$ cat config.mk
export PLATFORM = sky130hd
export DESIGN_NAME = sar_seq_top
export DESIGN_NICKNAME = d
export VERILOG_FILES = /design/src/rtl/sar_seq_pkg.sv /design/src/rtl/sar_seq_events.sv /design/src/rtl/sar_seq_approx.sv /design/src/rtl/sar_seq_shift.sv /design/src/rtl/sar_seq_top.sv
export SDC_FILE = /design/constraint.sdc
export NUM_CORES = 1
export LEC_CHECK = 0
export CAP_MARGIN = 20
export CORE_ASPECT_RATIO = 0.8
export CORE_MARGIN = 5
export CORE_UTILIZATION = 40
export CTS_CLUSTER_DIAMETER = 80
export DETAILED_ROUTE_END_ITERATION = 12
export GPL_ROUTABILITY_DRIVEN = 0
export GPL_TIMING_DRIVEN = 0
export PLACE_DENSITY_LB_ADDON = 0.08
export SETUP_SLACK_MARGIN = 0.02
export SLEW_MARGIN = 0
export SYNTH_ARGS = -nofsm -noshare
export SYNTH_HDL_FRONTEND = slang
export SYNTH_SLANG_ARGS = --single-unit
$ cat constraint.sdc
create_clock -name clk -period 3.07 [get_ports clk]
set_clock_uncertainty 0.2 [all_clocks]
set_input_delay 0.307 -clock clk [delete_from_list [all_inputs] [get_ports clk]]
set_output_delay 0.307 -clock clk [all_outputs]
set_load 0.01 [all_outputs]
$ cat src/rtl/sar_seq_pkg.sv
// Shared types for the conversion sequencer.
// Assumes: operation codes are the two mode bits of the decoded command.
package sar_seq_pkg;
    typedef enum logic [1:0] {
        ST_IDLE = 2'd0,
        ST_ACQ  = 2'd1,
        ST_CONV = 2'd2,
        ST_CAL  = 2'd3
    } seq_state_t;

    typedef enum logic [1:0] {
        OP_SHORT = 2'b00,
        OP_CAL   = 2'b01,
        OP_PDOWN = 2'b10,
        OP_LONG  = 2'b11
    } seq_op_t;
endpackage

$ cat src/rtl/sar_seq_events.sv
// Event source: finds selected falling edges of the sampled serial clock
// and produces the free-running internal step tick.
// Assumes: sclk is synchronous to clk and each level lasts at least one cycle.
module sar_seq_events #(
    parameter int ICLK_DIV = 4
) (
    input  logic clk,
    input  logic rst_n,
    input  logic sclk,
    input  logic cs_n,
    output logic sclk_fall,
    output logic itick
);
    logic sclk_q;

    // Remember the previous serial clock level.
    always_ff @(posedge clk) begin
        if (!rst_n) sclk_q <= 1'b0;
        else        sclk_q <= sclk;
    end

    assign sclk_fall = sclk_q & ~sclk & ~cs_n;

    generate
        if (ICLK_DIV <= 1) begin : g_nodiv
            assign itick = 1'b1;
        end else begin : g_div
            localparam int DW = $clog2(ICLK_DIV);
            localparam logic [DW-1:0] DTOP = DW'(ICLK_DIV - 1);
            logic [DW-1:0] div_q;

            // Divide clk down to the internal step rate.
            always_ff @(posedge clk) begin
                if (!rst_n)             div_q <= '0;
                else if (div_q == DTOP) div_q <= '0;
                else                    div_q <= div_q + 1'b1;
            end

            assign itick = (div_q == DTOP);

            a_r5_tick_spacing: assert property (@(posedge clk) disable iff (!rst_n)
                itick |=> !itick);
        end
    endgenerate
endmodule

$ cat src/rtl/sar_seq_approx.sv
// Binary-search register: one trial bit per step, MSB first. The trial bit
// is kept when the trial word is not above the target code.
// Assumes: target is stable between clear pulses.
module sar_seq_approx #(
    parameter int W = 14
) (
    input  logic         clk,
    input  logic         rst_n,
    input  logic         clear,
    input  logic         step,
    input  logic [W-1:0] target,
    output logic         step_bit,
    output logic [W-1:0] next_word,
    output logic         last
);
    localparam logic [W-1:0] TOP_BIT = {1'b1, {(W-1){1'b0}}};

    logic [W-1:0] acc_q;
    logic [W-1:0] mask_q;
    logic [W-1:0] trial;

    assign trial     = acc_q | mask_q;
    assign step_bit  = (trial <= target);
    assign next_word = step_bit ? trial : acc_q;
    assign last      = mask_q[0];

    // Keep or drop the trial bit and move to the next lower bit.
    always_ff @(posedge clk) begin
        if (!rst_n || clear) begin
            acc_q  <= '0;
            mask_q <= TOP_BIT;
        end else if (step) begin
            acc_q  <= next_word;
            mask_q <= mask_q >> 1;
        end
    end

    a_r6_acc_le_target: assert property (@(posedge clk) disable iff (!rst_n)
        ($stable(target) && !clear) |-> (acc_q <= target));
    a_r6_mask_single: assert property (@(posedge clk) disable iff (!rst_n)
        $onehot0(mask_q));
endmodule

$ cat src/rtl/sar_seq_shift.sv
// Holding register for internal-mode results: loaded once, then shifted
// MSB first on each request, filling with zeros.
// Assumes: load and shift are never both asserted.
module sar_seq_shift #(
    parameter int W = 14
) (
    input  logic         clk,
    input  logic         rst_n,
    input  logic         load,
    input  logic [W-1:0] load_word,
    input  logic         shift,
    output logic         dout_bit
);
    localparam int CW = $clog2(W + 1);
    localparam logic [CW-1:0] FULL = CW'(W);

    logic [W-1:0]  sreg_q;
    logic [CW-1:0] cnt_q;

    // Load a word or shift it out while counting the bits sent.
    always_ff @(posedge clk) begin
        if (!rst_n) begin
            sreg_q <= '0;
            cnt_q  <= FULL;
        end else if (load) begin
            sreg_q <= load_word;
            cnt_q  <= '0;
        end else if (shift) begin
            sreg_q <= {sreg_q[W-2:0], 1'b0};
            if (cnt_q != FULL) cnt_q <= cnt_q + 1'b1;
        end
    end

    assign dout_bit = sreg_q[W-1];

    a_r5_zero_fill: assert property (@(posedge clk) disable iff (!rst_n)
        (cnt_q == FULL) |-> !dout_bit);
endmodule

$ cat src/rtl/sar_seq_top.sv
// Conversion sequencer top: takes decoded commands and runs acquisition,
// binary search, result output, calibration and power-down. Steps are
// timed by serial clock falls or by the internal tick, as the command selects.
// Assumes: cmd_valid is a one-cycle pulse; cmp_target changes only with it.
module sar_seq_top
    import sar_seq_pkg::*;
#(
    parameter int W         = 14,
    parameter int ACQ_SHORT = 5,
    parameter int ACQ_LONG  = 13,
    parameter int CAL_LEN   = 80000,
    parameter int ICLK_DIV  = 4
) (
    input  logic         clk,
    input  logic         rst_n,
    input  logic         shdn_n,
    input  logic         cs_n,
    input  logic         sclk,
    input  logic         cmd_valid,
    input  logic         cmd_unipolar,
    input  logic         cmd_intclk,
    input  logic [1:0]   cmd_op,
    input  logic [W-1:0] cmp_target,
    output logic         dout,
    output logic         dout_oe,
    output logic         strb,
    output logic         strb_oe,
    output logic         pwr_dn
);
    localparam int STB_LEAD  = 2;
    localparam int TAIL      = 3;
    localparam int FRAME_MAX = ACQ_LONG + STB_LEAD + W + TAIL + 1;
    localparam int CNT_MAX   = (CAL_LEN > FRAME_MAX) ? CAL_LEN : FRAME_MAX;
    localparam int CNT_W     = $clog2(CNT_MAX + 1);
    localparam logic [CNT_W-1:0] CAL_N = CNT_W'(CAL_LEN);

    seq_state_t     state_q;
    logic           int_q, uni_q, long_q, pd_after_q, sw_pd_q, strb_q, ext_dout_q;
    logic [CNT_W-1:0] cnt_q, cnt_next, acq_len, stb_n, first_n, last_n, frame_n;
    logic           sclk_fall, itick, cmd_accept, busy;
    logic           ext_evt, ext_step, int_step, approx_step, approx_last, int_done;
    logic           step_bit, shift_load, shift_en, shift_bit, cal_evt, next_long;
    logic [W-1:0]   next_word, fmt_word, load_word;

    sar_seq_events #(.ICLK_DIV(ICLK_DIV)) events_i (
        .clk(clk), .rst_n(rst_n), .sclk(sclk), .cs_n(cs_n),
        .sclk_fall(sclk_fall), .itick(itick)
    );

    sar_seq_approx #(.W(W)) approx_i (
        .clk(clk), .rst_n(rst_n), .clear(cmd_accept), .step(approx_step),
        .target(cmp_target), .step_bit(step_bit), .next_word(next_word),
        .last(approx_last)
    );

    sar_seq_shift #(.W(W)) shift_i (
        .clk(clk), .rst_n(rst_n), .load(shift_load), .load_word(load_word),
        .shift(shift_en), .dout_bit(shift_bit)
    );

    // Frame landmarks, counted in falls from the command.
    always_comb begin
        acq_len  = long_q ? CNT_W'(ACQ_LONG) : CNT_W'(ACQ_SHORT);
        stb_n    = acq_len + CNT_W'(STB_LEAD);
        first_n  = stb_n + 1'b1;
        last_n   = stb_n + CNT_W'(W);
        frame_n  = last_n + CNT_W'(TAIL);
        cnt_next = cnt_q + 1'b1;
    end

    // Step and load qualifiers shared by the sequencing process.
    always_comb begin
        cmd_accept  = cmd_valid & shdn_n;
        busy        = (state_q == ST_ACQ) || (state_q == ST_CONV);
        ext_evt     = busy && !int_q && sclk_fall;
        ext_step    = ext_evt && (cnt_next >= first_n) && (cnt_next <= last_n);
        int_step    = int_q && (state_q == ST_CONV) && itick;
        approx_step = shdn_n && !cmd_valid && (ext_step || int_step);
        int_done    = int_step && approx_last;
        fmt_word    = uni_q ? next_word : {~next_word[W-1], next_word[W-2:0]};
        shift_load  = cmd_accept || (shdn_n && int_done);
        load_word   = cmd_accept ? '0 : fmt_word;
        shift_en    = int_q && (state_q == ST_IDLE) && sclk_fall && !cmd_accept;
        cal_evt     = int_q ? itick : sclk_fall;
        next_long   = (cmd_op == OP_LONG) ? 1'b1 :
                      (cmd_op == OP_SHORT) ? 1'b0 : long_q;
    end

    // Operation sequencing, strobe and serial-mode data.
    always_ff @(posedge clk) begin
        if (!rst_n) begin
            state_q    <= ST_IDLE;
            int_q      <= 1'b1;
            uni_q      <= 1'b0;
            long_q     <= 1'b0;
            pd_after_q <= 1'b0;
            sw_pd_q    <= 1'b0;
            strb_q     <= 1'b1;
            ext_dout_q <= 1'b0;
            cnt_q      <= '0;
        end else if (!shdn_n) begin
            state_q    <= ST_IDLE;
            strb_q     <= int_q;
            pd_after_q <= 1'b0;
            ext_dout_q <= 1'b0;
            cnt_q      <= '0;
        end else if (cmd_valid) begin
            int_q      <= cmd_intclk;
            uni_q      <= cmd_unipolar;
            long_q     <= next_long;
            sw_pd_q    <= 1'b0;
            pd_after_q <= (cmd_op == OP_PDOWN);
            ext_dout_q <= 1'b0;
            cnt_q      <= '0;
            if (cmd_op == OP_CAL) begin
                state_q <= ST_CAL;
                strb_q  <= ~cmd_intclk;
            end else begin
                state_q <= ST_ACQ;
                strb_q  <= 1'b0;
            end
        end else begin
            unique case (state_q)
                ST_ACQ, ST_CONV: begin
                    if (!int_q) begin
                        if (sclk_fall) begin
                            cnt_q  <= cnt_next;
                            strb_q <= (cnt_next == stb_n);
                            if (ext_step)
                                ext_dout_q <= ((cnt_next == first_n) && !uni_q) ? ~step_bit : step_bit;
                            else
                                ext_dout_q <= 1'b0;
                            if (cnt_next == first_n) state_q <= ST_CONV;
                            if (cnt_next == frame_n) begin
                                state_q    <= ST_IDLE;
                                sw_pd_q    <= pd_after_q;
                                pd_after_q <= 1'b0;
                            end
                        end
                    end else if (itick) begin
                        if (state_q == ST_ACQ) begin
                            if (cnt_next == acq_len) begin
                                state_q <= ST_CONV;
                                cnt_q   <= '0;
                            end else begin
                                cnt_q <= cnt_next;
                            end
                        end else if (approx_last) begin
                            state_q    <= ST_IDLE;
                            strb_q     <= 1'b1;
                            sw_pd_q    <= pd_after_q;
                            pd_after_q <= 1'b0;
                        end
                    end
                end
                ST_CAL: begin
                    if (cal_evt) begin
                        if (cnt_next == CAL_N) begin
                            state_q <= ST_IDLE;
                            strb_q  <= int_q;
                            cnt_q   <= '0;
                        end else begin
                            cnt_q <= cnt_next;
                        end
                    end
                end
                default: ;
            endcase
        end
    end

    assign dout    = int_q ? shift_bit : ext_dout_q;
    assign dout_oe = ~cs_n;
    assign strb    = strb_q;
    assign strb_oe = int_q | ~cs_n;
    assign pwr_dn  = sw_pd_q | ~shdn_n;

    a_r5_strobe_low_busy: assert property (@(posedge clk) disable iff (!rst_n)
        (int_q && busy) |-> !strb_q);
    a_r2_strobe_slot: assert property (@(posedge clk) disable iff (!rst_n)
        (!int_q && busy && strb_q) |-> (cnt_q == stb_n));
    a_r10_pd_only_idle: assert property (@(posedge clk) disable iff (!rst_n)
        sw_pd_q |-> (state_q == ST_IDLE));
    a_r8_cal_bound: assert property (@(posedge clk) disable iff (!rst_n)
        (state_q == ST_CAL) |-> (cnt_q < CAL_N));
    a_r9_shdn_abort: assert property (@(posedge clk) disable iff (!rst_n)
        !shdn_n |=> (state_q == ST_IDLE));
    a_r11_cmd_restart: assert property (@(posedge clk) disable iff (!rst_n)
        (shdn_n && cmd_valid) |=> (((state_q == ST_ACQ) || (state_q == ST_CAL)) && (cnt_q == '0)));
endmodule

==> results.sh, run 1 <==
export IMPL_min_period_ns=3.01
export IMPL_yosys_warnings=0
export IMPL_wirelength_mm=12.1
export IMPL_synth_cell_area_mm2=0.00441
export IMPL_critical_path_max_stage_delay_ns=0.51
export IMPL_p_sw_mw=0.520
export IMPL_first_pass_iters=4
export IMPL_crit_path_frequent_cell="or4_4"
export IMPL_cts_sinks=71
export IMPL_rows=34
export IMPL_hold_path_class="reg -> reg"
export IMPL_clockBufferDepth=2
export IMPL_hpwl_mm=8.49
export IMPL_ant_nets=0
export IMPL_synth_edf_count=0
export IMPL_clkTransAtPathRegs_ns=0.06
export IMPL_vias=4037
export IMPL_synth_async_reset_ratio_pct=0
export IMPL_drc=0
export IMPL_ys_seq_area_share_pct=32.2
export IMPL_ys_seq_elements=71
export IMPL_worstPathRequired_ns=3.08
export IMPL_path_buf_inv=1
export IMPL_worstPathCellList="buf_6 -> and3_4 -> and4_4 -> or4_4 -> a211oi_4 -> nand4_2 -> or4_4 -> o211ai_4 -> o31ai_1"
export IMPL_rsz0062_at_grt="true"
export IMPL_insertion_delay_ns=0.33
export IMPL_placed_cells=701
export IMPL_crit_path_end_kind="register"
export IMPL_internal_power_mw=1.82
export IMPL_htreeDepth=3
export IMPL_seqPwrFrac_pct=40.7
export IMPL_first_iter_violations=215
export IMPL_fp_dieArea_mm2=0.0132
export IMPL_grt_pass1_vias=3914
export IMPL_cts_tree="built"
export IMPL_nets=640
export IMPL_critPathKind="reg -> reg"
export IMPL_cap_violations=0
export IMPL_status="complete, no violations"
export IMPL_slew_viol_final=0
export IMPL_drive_gt1_share_pct=18.5
export IMPL_synth_cell_types=61
export IMPL_layout_common_cells="67 x dfxtp_1, 33 x nor2_1, 33 x nand2_1"
export IMPL_fmax_ghz=0.333
export IMPL_ys_flop_type="dfxtp_1"
export IMPL_cp_arrival_ns=3.01
export IMPL_crit_fanout=9
export IMPL_p_clk_share_pct=51.3
export IMPL_share_comb_of_total_power_pct=7.9
export IMPL_layout_commonest_cell="dfxtp_1"
export IMPL_post_route_period_util_pct=98.0
export IMPL_syn_nets=584
export IMPL_slew_headroom_pct=60.3
export IMPL_peakVddDrop_uv=241
export IMPL_cts_buffers=9
export IMPL_stdcell_count=733
export IMPL_final_hold_viol_count=0
export IMPL_grt_start_max_net_pins=13
export IMPL_setup_violations=0
export IMPL_place_area_mm2=0.00487
export IMPL_die_h_um=104
export IMPL_synthCells=529
export IMPL_fin_area_mm2=0.00564
export IMPL_switching_share_pct=22.3
export IMPL_path_delay_family="simple AND/OR/NAND/NOR gates"
export IMPL_p_leak_nw=2.33
export IMPL_crit_path_start_kind="register"
export IMPL_pwr_density_cell_mw_per_mm2=414
export IMPL_diodes=0
export IMPL_globalRouteTotalUtil_pct=18.4
export IMPL_die_w_um=127
export IMPL_root_buffer="clkbuf_16"
export IMPL_grt_overflow=0
export IMPL_area_growth_pct=27.9
export IMPL_wire_per_inst_um=16.5
export IMPL_antenna_found_initial=0
export IMPL_io_buffers=27
export IMPL_coreArea_mm2=0.0108
export IMPL_io_pins=29
export IMPL_worst_slew_pin_slew_ns=0.595
export IMPL_cpMaxStageDelayCell="or4_4"
export IMPL_avgSynthCellArea_um2=8.34
export IMPL_drt_vias_per_instance=5.51
export IMPL_initial_core_util_pct=40.7
export IMPL_grt_first_pass_wirelength_mm=19.9
timing repair:
action | in CTS | in global routing
pin swaps | 14 | 13
setup endpoints to repair | 52 | 52
gates cloned | 3 | 0
gates resized for setup | 43 | 21
hold buffers | 0 | 0
setup buffers | 23 | 2
state kept, by name, summed over array words and instances, names as in the netlist:
| register | cells |
|---|---|
| approx_i.acc_q | 14 |
| sw_pd_q | 1 |
| int_q | 1 |
| uni_q | 1 |
| strb | 1 |
| long_q | 1 |
| events_i.sclk_q | 1 |
| approx_i.mask_q | 14 |
| state_q | 2 |
| shift_i.sreg_q | 14 |
| ext_dout_q | 1 |
| events_i.g_div.div_q | 2 |
| pd_after_q | 1 |
| cnt_q | 17 |
path summary, 6_finish.rpt:
| check | cells after the start | start | slack (ns) | endpoint |
|---|---|---|---|---|
| worst max-delay path | 9 | cnt_q[5] | 0.06 | cnt_q[0] |
| worst min-delay path | 1 | events_i.g_div.div_q[0] | 0.23 | events_i.g_div.div_q[0] |
| worst max register to register | 9 | cnt_q[5] | 0.06 | cnt_q[0] |
| worst min register to register | 1 | events_i.g_div.div_q[0] | 0.23 | events_i.g_div.div_q[0] |
synthesized netlist by cell type (all sizes together), types with 7 or more instances:
| library cell | n | area share [%] |
|---|---|---|
| a22o | 14 | 2.8 |
| o211a | 12 | 2.7 |
| nor3 | 14 | 1.6 |
| xor2 | 12 | 2.4 |
| ha | 31 | 8.8 |
| buf | 14 | 1.9 |
| a21oi | 33 | 3.7 |
| clkbuf | 22 | 1.9 |
| nand2b | 8 | 1.1 |
| nand3 | 19 | 2.2 |
| or2 | 14 | 2.0 |
| nor2 | 34 | 2.9 |
| nand2 | 33 | 2.8 |
| xnor2 | 7 | 1.4 |
| mux2i | 14 | 3.2 |
| o21ai | 36 | 4.1 |
| a21o | 7 | 1.2 |
| dfxtp | 71 | 32 |
| nand4 | 18 | 2.7 |
| and3 | 8 | 1.1 |
| inv | 30 | 2.6 |
| nor4 | 10 | 1.4 |
cell families after synthesis:
kind of cell    after synthesis  share of synthesized area [%]
mux                          16                           3.69
simple gates                179                           21.5
xor+xnor                     19                           3.77
buf+inv                      67                           6.38
flops                        71                           32.2
fa+ha+maj                    31                           8.79
compound gates              146                           23.7
layout make-up:
type                       instances  area (um^2)
clock buffer                      10          229
buffer                            27          155
clock inverter                     5          108
inverter                          31          116
fill                            1053         5210
sequential                        71         1430
multi-input combinational        391         2940
tap                              144          180
timing repair buffer              54          485
worst register-to-register path, delay by kind of cell, from the launching register on:
family	cells	cell delay, ns
compound gates	3	0.72
simple gates	5	1.51
buf+inv	1	0.14
flops	1	0.30
through the flow:
stage / setup WS, ns / power [mW] / setup TNS, ns / hold slack [ns] / util (%)
after CTS: 0.00971 / 2.36 / 0 / 0.227 / 51.4
after detailed placement: -0.738 / 1.15 / -26.89 / 0.218 / 44.9
after global routing: -0.0761 / 2.42 / -0.993 / 0.260 / 52.0
after global placement: -0.844 / 1.14 / -33.00 / 0.213 / 44.8
after floorplan: 0.0367 / 1.07 / 0 / 0.204 / -
final: 0.0627 / 2.34 / 0 / 0.226 / 52.0
routing by layer:
metal / global-route usage [%] / vias up / share of wire (%)
li1: - / 2033 / -
met1: 28.1 / 1904 / 52
met2: 25.6 / 91 / 42
met3: 4.67 / 9 / 5.7
met4: 4.06 / 0 / 0.88
met5: 0 / - / 0
power groups by stage:
stage | Clock (mW) | Combinational [mW] | Sequential [mW]
after floorplan | 0 | 0.102 | 0.969
after global placement | 0 | 0.171 | 0.971
after detailed placement | 0 | 0.175 | 0.972
after CTS | 1.23 | 0.182 | 0.951
after global routing | 1.26 | 0.207 | 0.953
final | 1.20 | 0.186 | 0.951
Note: power is estimated with default switching activity, not from simulation.
==> run 2, diff against run 1 <==
- CORE_ASPECT_RATIO: 0.8 -> 1.5
- CTS_CLUSTER_DIAMETER: 80 -> unset
==> run 2 against run 1 <==
Largest cell class unchanged. Worst setup slack lost 0.026 ns. Via count increased by 0.79%. Sequential power about the same. Critical endpoint is now approx_i.mask_q[12]. Cell count rose by 0.95%. Clock power decreased by 10%. Core utilization is 0.21 points higher. Register-to-register slack got worse by 0.03 ns.
==> results.sh, run 2 (synthesis gave the netlist of run 1 again) <==
export IMPL_status="complete, no violations"
export IMPL_slew_headroom_pct=58.0
export IMPL_vias=4069
export IMPL_worst_hold_slack_ns=0.229
export IMPL_slew_viol_final=0
export IMPL_path_buf_inv=3
export IMPL_initial_core_util_pct=40.3
export IMPL_p_leak_nw=2.35
export IMPL_top_register="cnt_q"
export IMPL_fp_dieArea_mm2=0.0133
export IMPL_cts_tree="built"
export IMPL_crit_path_frequent_cell="buf_8"
export IMPL_wirelength_mm=12.6
export IMPL_drt_vias_per_instance=5.50
export IMPL_cpMaxStageDelayCell="xor2_1"
export IMPL_seq_area_mm2=0.00143
export IMPL_hold_path_class="reg -> reg"
export IMPL_post_place_ws_ns=-0.772
export IMPL_cts_buffers=9
export IMPL_crit_fanout=7
export IMPL_coreArea_mm2=0.0109
export IMPL_worst_slew_pin_slew_ns=0.631
export IMPL_fin_tns_setup_ns=0
export IMPL_critical_path_max_stage_delay_ns=0.42
export IMPL_r2r_end="approx_i.mask_q[12]"
export IMPL_whs_endpoint="events_i.g_div.div_q[0]"
export IMPL_whs_path_depth=1
export IMPL_grt_pass1_vias=4037
export IMPL_setup_violations=0
export IMPL_cp_arrival_ns=3.03
export IMPL_io_pins=29
export IMPL_die_h_um=139
export IMPL_wire_per_inst_um=17.0
export IMPL_fin_util_pct=52.2
export IMPL_antenna_found_initial=0
export IMPL_final_hold_viol_count=0
export IMPL_hpwl_mm=8.88
export IMPL_layout_commonest_cell="dfxtp_1"
export IMPL_post_route_period_util_pct=98.8
export IMPL_first_iter_violations=182
export IMPL_r2r_cells=12
export IMPL_drc=0
export IMPL_rows=47
export IMPL_nets=643
export IMPL_cts_sinks=71
export IMPL_hp_start="events_i.g_div.div_q[0]"
export IMPL_grt_overflow=0
export IMPL_crit_path_start_kind="register"
export IMPL_first_pass_iters=4
export IMPL_crit_path_end_kind="register"
export IMPL_layout_common_cells="67 x dfxtp_1, 33 x nor2_1, 33 x nand2_1"
export IMPL_fillCellCount=1076
export IMPL_reg2reg_slack_ns=0.04
export IMPL_grt_first_pass_wirelength_mm=20.1
export IMPL_pwr_density_cell_mw_per_mm2=389
export IMPL_r2r_start="cnt_q[1]"
export IMPL_multi_input_area_mm2=0.00297
export IMPL_root_buffer="clkbuf_16"
export IMPL_peakVddDrop_uv=332
export IMPL_diodes=0
export IMPL_globalRouteTotalUtil_pct=19.2
export IMPL_grt_start_max_net_pins=14
export IMPL_drive_gt1_share_pct=19.7
export IMPL_htreeDepth=3
export IMPL_worstPathRequired_ns=3.07
export IMPL_fmax_ghz=0.330
export IMPL_largest_reg_flops=17
export IMPL_io_buffers=27
export IMPL_cap_violations=0
export IMPL_worstPathCellList="ha_4 -> buf_8 -> xor2_1 -> nand3_2 -> a311oi_2 -> and2_1 -> nand4_1 -> a21boi_4 -> buf_12 -> buf_8 -> mux2i_1 -> nor2_1"
export IMPL_path_delay_family="simple AND/OR/NAND/NOR gates"
export IMPL_clkTransAtPathRegs_ns=0.06
export IMPL_ant_nets=0
export IMPL_clockBufferDepth=2
export IMPL_die_w_um=95.8
export IMPL_fin_ws_ns=0.0369
export IMPL_insertion_delay_ns=0.33
export IMPL_area_growth_pct=29.5
export IMPL_rsz0062_at_grt="true"
export IMPL_critPathKind="reg -> reg"
export IMPL_min_period_ns=3.03
## run 2: through the flow
step                      cell area, um^2  total power, mW  std cells
after floorplan                      4410             1.07        529
after global placement               4870             1.14        703
after detailed placement             4870             1.15        703
after CTS                            5460             2.23        730
after global routing                 5710             2.30        740
final                                5710             2.22        740
## run 2: worst max path at each step
stage | startpoint | depth (start not counted) | end
after CTS | cnt_q[1] | 14 | approx_i.acc_q[8]
after detailed placement | cmp_target[12] | 10 | shift_i.sreg_q[9]
after floorplan | cnt_q[1] | 14 | approx_i.acc_q[4]
final | cnt_q[1] | 12 | approx_i.mask_q[12]
after global placement | cmp_target[12] | 10 | shift_i.sreg_q[9]
after global routing | cnt_q[1] | 14 | approx_i.mask_q[12]
## run 2: layout make-up
class                      instances  area share [%]
clock buffer                      10            4.18
tap                              147            3.22
clock inverter                     6            1.18
multi-input combinational        391            52.0
inverter                          31            2.04
timing repair buffer              54            9.09
buffer                            30            3.26
sequential                        71            25.1
## run 2: repair_timing
item,4_1_cts,5_1_grt
resized for setup,39,29
hold buffers,0,0
gates cloned,1,1
setup endpoints to repair,54,47
pin swaps,14,8
buffers inserted,15,10
## run 2: power by group
| group | internal (mW) | total (mW) | switching, mW |
|---|---|---|---|
| Combinational | 0.0844 | 0.186 | 0.102 |
| Sequential | 0.939 | 0.950 | 0.0111 |
| Clock | 0.654 | 1.08 | 0.430 |
| Total | 1.68 | 2.22 | 0.543 |
## run 2: metal layers
| layer | wire (um) | share of wire (%) | up-vias | track usage (%) |
|---|---|---|---|---|
| met5 | 0 | 0 | - | 0 |
| met4 | 355 | 2.8 | 0 | 8.10 |
| met3 | 322 | 2.6 | 22 | 2.88 |
| met2 | 6940 | 55 | 73 | 35.2 |
| met1 | 4970 | 39 | 1938 | 21.3 |
| li1 | - | - | 2036 | - |
